==> src/rtl/prg_map_pkg.sv <==
package prg_map_pkg;
    localparam int CPU_AW    = 16;
    localparam int CPU_DW    = 8;
    localparam int WIN_OFS_W = 13;   // 8 KB window offset
    localparam int BANK_W    = 7;    // ROM bank register width in use
    localparam int RAM_SEL_W = 3;    // work-RAM bank select width
    localparam int ROM_WINS  = 4;

    localparam logic [CPU_AW-1:0] MODE_REG_ADDR = 16'h5100;
    localparam logic [CPU_AW-1:0] RAM_REG_ADDR  = 16'h5113;
    localparam logic [CPU_AW-1:0] ROM_REG_BASE  = 16'h5114;

    typedef enum logic [1:0] {
        MAP_32K    = 2'd0,
        MAP_16_16  = 2'd1,
        MAP_16_8_8 = 2'd2,
        MAP_8X4    = 2'd3
    } map_mode_e;

    typedef struct packed {
        map_mode_e                              mode;
        logic [RAM_SEL_W-1:0]                   ram_bank;
        logic [ROM_WINS-1:0][BANK_W-1:0]        rom_bank;
    } map_state_t;
endpackage

==> src/rtl/prg_bank_regs.sv <==
module prg_bank_regs
    import prg_map_pkg::*;
#(
    parameter int ROM_AW = 17
) (
    input  logic               clk,
    input  logic               rst_n,
    input  logic [CPU_AW-1:0]  cpu_addr,
    input  logic [CPU_DW-1:0]  cpu_data,
    input  logic               cpu_wr,
    output map_state_t         state
);
    localparam int NUM_BANKS = 1 << (ROM_AW - WIN_OFS_W);

    map_state_t st_d, st_q;
    logic       unused_data;

    assign unused_data = cpu_data[CPU_DW-1];

    always_comb begin
        st_d = st_q;
        if (cpu_wr) begin
            if (cpu_addr == MODE_REG_ADDR)
                st_d.mode = map_mode_e'(cpu_data[1:0]);
            if (cpu_addr == RAM_REG_ADDR)
                st_d.ram_bank = cpu_data[RAM_SEL_W-1:0];
            for (int i = 0; i < ROM_WINS; i++) begin
                if (cpu_addr == ROM_REG_BASE + CPU_AW'(i))
                    st_d.rom_bank[i] = cpu_data[BANK_W-1:0];
            end
        end
    end

    always_ff @(posedge clk) begin
        if (!rst_n) begin
            st_q.mode     <= MAP_8X4;
            st_q.ram_bank <= '0;
            for (int i = 0; i < ROM_WINS; i++)
                st_q.rom_bank[i] <= BANK_W'(NUM_BANKS - ROM_WINS + i);
        end else begin
            st_q <= st_d;
        end
    end

    assign state = st_q;
endmodule

==> src/rtl/prg_window_decode.sv <==
module prg_window_decode
    import prg_map_pkg::*;
(
    input  map_mode_e                        mode,
    input  logic [ROM_WINS-1:0][BANK_W-1:0]  rom_bank,
    input  logic [1:0]                       win,
    output logic [BANK_W-1:0]                bank8
);
    logic [BANK_W-1:0] r_lo16, r_b, r_c;

    assign r_lo16 = rom_bank[1];
    assign r_b    = rom_bank[2];
    assign r_c    = rom_bank[3];

    always_comb begin
        unique case (mode)
            MAP_32K:    bank8 = {r_c[BANK_W-1:2], win};
            MAP_16_16:  bank8 = win[1] ? {r_c[BANK_W-1:1], win[0]}
                                       : {r_lo16[BANK_W-1:1], win[0]};
            MAP_16_8_8: begin
                if (!win[1])     bank8 = {r_lo16[BANK_W-1:1], win[0]};
                else if (!win[0]) bank8 = r_b;
                else              bank8 = r_c;
            end
            default:    bank8 = rom_bank[win];
        endcase
    end
endmodule

==> src/rtl/prg_addr_form.sv <==
module prg_addr_form
    import prg_map_pkg::*;
#(
    parameter int ROM_AW = 17,
    parameter int OUT_W  = 17
) (
    input  logic [CPU_AW-1:0]     cpu_addr,
    input  logic [BANK_W-1:0]     bank8,
    input  logic [RAM_SEL_W-1:0]  ram_bank,
    output logic [OUT_W-1:0]      out_addr,
    output logic                  hit_rom,
    output logic                  hit_ram
);
    localparam int FULL_W = BANK_W + WIN_OFS_W;
    localparam int RAM_AW = RAM_SEL_W + WIN_OFS_W;

    logic [FULL_W-1:0] rom_full;
    logic [ROM_AW-1:0] rom_wrapped;
    logic [RAM_AW-1:0] ram_full;
    logic              unused_hi;

    assign rom_full    = {bank8, cpu_addr[WIN_OFS_W-1:0]};
    assign rom_wrapped = rom_full[ROM_AW-1:0];   // power-of-two modulo
    assign ram_full    = {ram_bank, cpu_addr[WIN_OFS_W-1:0]};
    assign unused_hi   = ^rom_full[FULL_W-1:ROM_AW];

    always_comb begin
        hit_rom  = cpu_addr[CPU_AW-1];
        hit_ram  = (cpu_addr[CPU_AW-1:WIN_OFS_W] == 3'b011);
        out_addr = '0;
        if (hit_rom)      out_addr = OUT_W'(rom_wrapped);
        else if (hit_ram) out_addr = OUT_W'(ram_full);
    end
endmodule

==> src/rtl/prg_bank_mapper.sv <==
module prg_bank_mapper
    import prg_map_pkg::*;
#(
    parameter int ROM_AW = 17,
    localparam int RAM_AW = RAM_SEL_W + WIN_OFS_W,
    localparam int OUT_W  = (ROM_AW > RAM_AW) ? ROM_AW : RAM_AW
) (
    input  logic              clk,
    input  logic              rst_n,
    input  logic [15:0]       cpu_addr,
    input  logic [7:0]        cpu_data,
    input  logic              cpu_wr,
    output logic [OUT_W-1:0]  out_addr,
    output logic              hit_rom,
    output logic              hit_ram
);
    map_state_t        st;
    logic [BANK_W-1:0] bank8;

    prg_bank_regs #(.ROM_AW(ROM_AW)) regs_i (
        .clk(clk), .rst_n(rst_n), .cpu_addr(cpu_addr),
        .cpu_data(cpu_data), .cpu_wr(cpu_wr), .state(st)
    );

    prg_window_decode dec_i (
        .mode(st.mode), .rom_bank(st.rom_bank),
        .win(cpu_addr[WIN_OFS_W+1:WIN_OFS_W]), .bank8(bank8)
    );

    prg_addr_form #(.ROM_AW(ROM_AW), .OUT_W(OUT_W)) form_i (
        .cpu_addr(cpu_addr), .bank8(bank8), .ram_bank(st.ram_bank),
        .out_addr(out_addr), .hit_rom(hit_rom), .hit_ram(hit_ram)
    );
endmodule

==> config.mk <==
export PLATFORM = sky130hd
export DESIGN_NAME = prg_bank_mapper
export DESIGN_NICKNAME = d
export VERILOG_FILES = /design/src/rtl/prg_map_pkg.sv /design/src/rtl/prg_bank_regs.sv /design/src/rtl/prg_window_decode.sv /design/src/rtl/prg_addr_form.sv /design/src/rtl/prg_bank_mapper.sv
export SDC_FILE = /design/constraint.sdc
export NUM_CORES = 1
export LEC_CHECK = 0
export BUFFER_PORTS_ARGS = -buffer_cell sky130_fd_sc_hd__buf_2
export CAP_MARGIN = 20
export CORE_AREA = 8 8 61 63
export DETAILED_ROUTE_END_ITERATION = 12
export DIE_AREA = 0 0 69 71
export PLACE_DENSITY_LB_ADDON = 0.15
export SKIP_LAST_GASP = 1
export SYNTH_ARGS = -nofsm -noshare
export SYNTH_HDL_FRONTEND = slang
export SYNTH_SLANG_ARGS = --single-unit
==> constraint.sdc <==
create_clock -name clk -period 1.6 [get_ports clk]
set_input_delay 0.08 -clock clk [delete_from_list [all_inputs] [get_ports clk]]
set_output_delay 0.08 -clock clk [all_outputs]
set_load 0.01 [all_outputs]
==> results.json <==
{
  "synth_fp_nets": 180,
  "drc": 0,
  "post-route-util": 0.576,
  "largest_reg_flops": 21,
  "fin_nets": 225,
  "final-hold-violation-count": 0,
  "synth_seq_cells": 21,
  "synth-main-ff-cell": "dfxtp_1",
  "max_freq_mhz": 604,
  "grt.overflow.total": 0,
  "place_hpwl_um": 2620,
  "synthArstFlopShare": 0,
  "cts.reportedPaths.clkPinSlew_ns": 0.12,
  "io_pins": 46,
  "clock_skew_ns": 0,
  "cts_max_level": 1,
  "synth_xor_area_frac": 0,
  "die_height_um": 71,
  "wire_per_inst_um": 15.0,
  "cts_inserted_buffers": 3,
  "fin_crit_ns": 1.65,
  "layout_commonest_cell": "buf_2",
  "path_class": "reg2out",
  "synthSimpleGateAreaFrac": 0.337,
  "hold_class": "in2reg",
  "start_kind": "flop",
  "critPathCaptureType": "primary output",
  "slew_viol_final": 0,
  "max_cap_viol_count": 0,
  "diodes": 0,
  "yosys.cell_types.count": 33,
  "p_leak_nw": 0.787,
  "synth_edf_count": 0,
  "synth.mux.area_fraction": 0.196,
  "cp.arrival_ns": 1.57,
  "ant_nets": 0,
  "syn_avg_cell_area_um2": 8.45,
  "netlist_instances": 153,
  "cts.path.max_buffers": 2,
  "port_buffers": 41,
  "dieArea_um2": 4900,
  "grt_pass1_vias": 1171,
  "synthAdderAreaFrac": 0,
  "core.rowCount": 20,
  "synth_top_area_share": 0.325,
  "relSlewSlack": 0.418,
  "netlist_area_um2": 1290,
  "place_congestion": 0.836,
  "worstMarginPinSlew_ns": 0.873,
  "finalSetupViolations": 2,
  "fin_crit_sh": 1.03,
  "yosysTopAreaCell": "dfxtp_1",
  "setup_slack_ns": -0.0548,
  "power_density_nw_per_um2": 584,
  "clk_latency_ns": 0.30,
  "layout_common_cells": "40 x buf_2, 31 x nor2b_1, 23 x mux2i_1",
  "fillCellCount": 287,
  "power.total_uw": 960,
  "core_um2": 2850,
  "dr.pass1.iters": 4,
  "synth_top_family_by_area": "simple AND/OR/NAND/NOR gates",
  "cts_tree": "built",
  "wirelength_um": 3450,
  "rsz0062_at_grt": "true",
  "dieWidth_um": 69,
  "critPathMaxFanout": 5,
  "seq_area_frac_synth": 0.325,
  "ff2ff_setup_slack_ns": 0.69,
  "ir_worst_vdd_mv": 0.394,
  "syn_to_final_growth_pct": 27.2,
  "synth-compound-area-share": 0.0910,
  "grt_max_degree": 29,
  "worstPathRequired_ns": 1.52,
  "run_status": "finished with violations",
  "drive_gt1_frac": 0.320,
  "grt_pass1_wl_um": 5730,
  "grtUsageTotal": 0.140,
  "via_per_inst": 5.37,
  "yosys_warnings": 0,
  "violations": "setup timing",
  "initial_core_util": 0.453,
  "root_buffer": "clkbuf_4",
  "synth_area_leaders": "dfxtp_1 33%, mux2i_1 18%, nor2b_1 15%, nand2_1 5.8%, nor3b_1 2.3%",
  "num_vias": 1234,
  "cts.sinks": 21,
  "initialDrtViolationCount": 58,
  "antenna_found_initial": 0
}
## synth_stat cells, types with 2 or more instances
cell      count
nor2_1        5
buf_2         2
clkbuf_1      6
dfxtp_1      21
o21ai_0       5
mux2_2        2
o211ai_1      2
nand2_1      20
inv_1         4
nor3b_1       4
a21oi_1       5
mux2i_1      23
nand3_1       2
nor2b_1      32
nand3b_1      2
## metal layers
layer,GRT usage,share of wire,vias to the layer above
met4,0.0729,0.020,0
met5,0,0,-
met2,0.231,0.47,36
met3,0.0392,0.063,7
met1,0.162,0.45,576
li1,-,-,615
## kinds of logic after synthesis
logic type,count (synthesis)
AO/OA/AOI/OAI,18
buffers and inverters,14
flip-flops,21
multiplexers,25
AND/OR/NAND/NOR,75
## worst paths after layout
path                                 startpoint                             to  cells after the start
setup / recovery  regs_i.state[32]$_SDFFE_PN1P_                   out_addr[14]                      6
setup reg to reg  regs_i.state[32]$_SDFFE_PN1P_  regs_i.state[32]$_SDFFE_PN1P_                      4
hold / removal                      cpu_data[3]   regs_i.state[3]$_SDFFE_PN1P_                      3
hold reg to reg   regs_i.state[30]$_SDFFE_PN0P_  regs_i.state[30]$_SDFFE_PN0P_                      2
## worst max-delay path, cell delays in order (launching register included)
cell,delay [ns]
dfxtp_4,0.38
buf_6,0.12
mux2i_1,0.14
o311ai_4,0.23
a21oi_1,0.06
a31o_2,0.22
buf_6,0.12
## cell type report
| cell class | count | area (um^2) | share of cell area |
|---|---|---|---|
| inverter | 4 | 15.0 | 0.00913 |
| multi-input combinational | 118 | 848 | 0.516 |
| clock buffer | 4 | 26.3 | 0.0160 |
| tap | 33 | 41.3 | 0.0251 |
| sequential | 21 | 428 | 0.260 |
| timing repair buffer | 50 | 285 | 0.174 |
## report_power, final
part           internal (mW)  leakage [nW]  switching [mW]  total, mW
Clock                 0.0974        0.0150           0.164      0.261
Sequential             0.519         0.169      0.00000323      0.519
Combinational         0.0825         0.603          0.0978      0.180
## through the flow
step / instance area [um^2] / setup WS, ns / std cells / TNS, ns / hold WS, ns
after floorplan: 1290 / 0.0321 / 153 / 0 / 0.222
after global placement: 1530 / 0.0638 / 223 / 0 / 0.348
after detailed placement: 1530 / -0.0166 / 223 / -0.0598 / 0.345
after CTS: 1620 / -0.0870 / 229 / -0.179 / 0.0580
after global routing: 1640 / -0.164 / 230 / -0.353 / 0.0827
final: 1640 / -0.0548 / 230 / -0.105 / 0.0608
## repair_timing
item | 4_1_cts | 5_1_grt
hold buffers | 1 | 0
gates cloned | 0 | 0
resized for setup | 14 | 4
hold endpoints to repair | 1 | 0
endpoints found under the setup margin | 4 | 4
buffers inserted | 1 | 1
pin swaps | 2 | 1
Note: power is estimated with default switching activity, not from simulation.
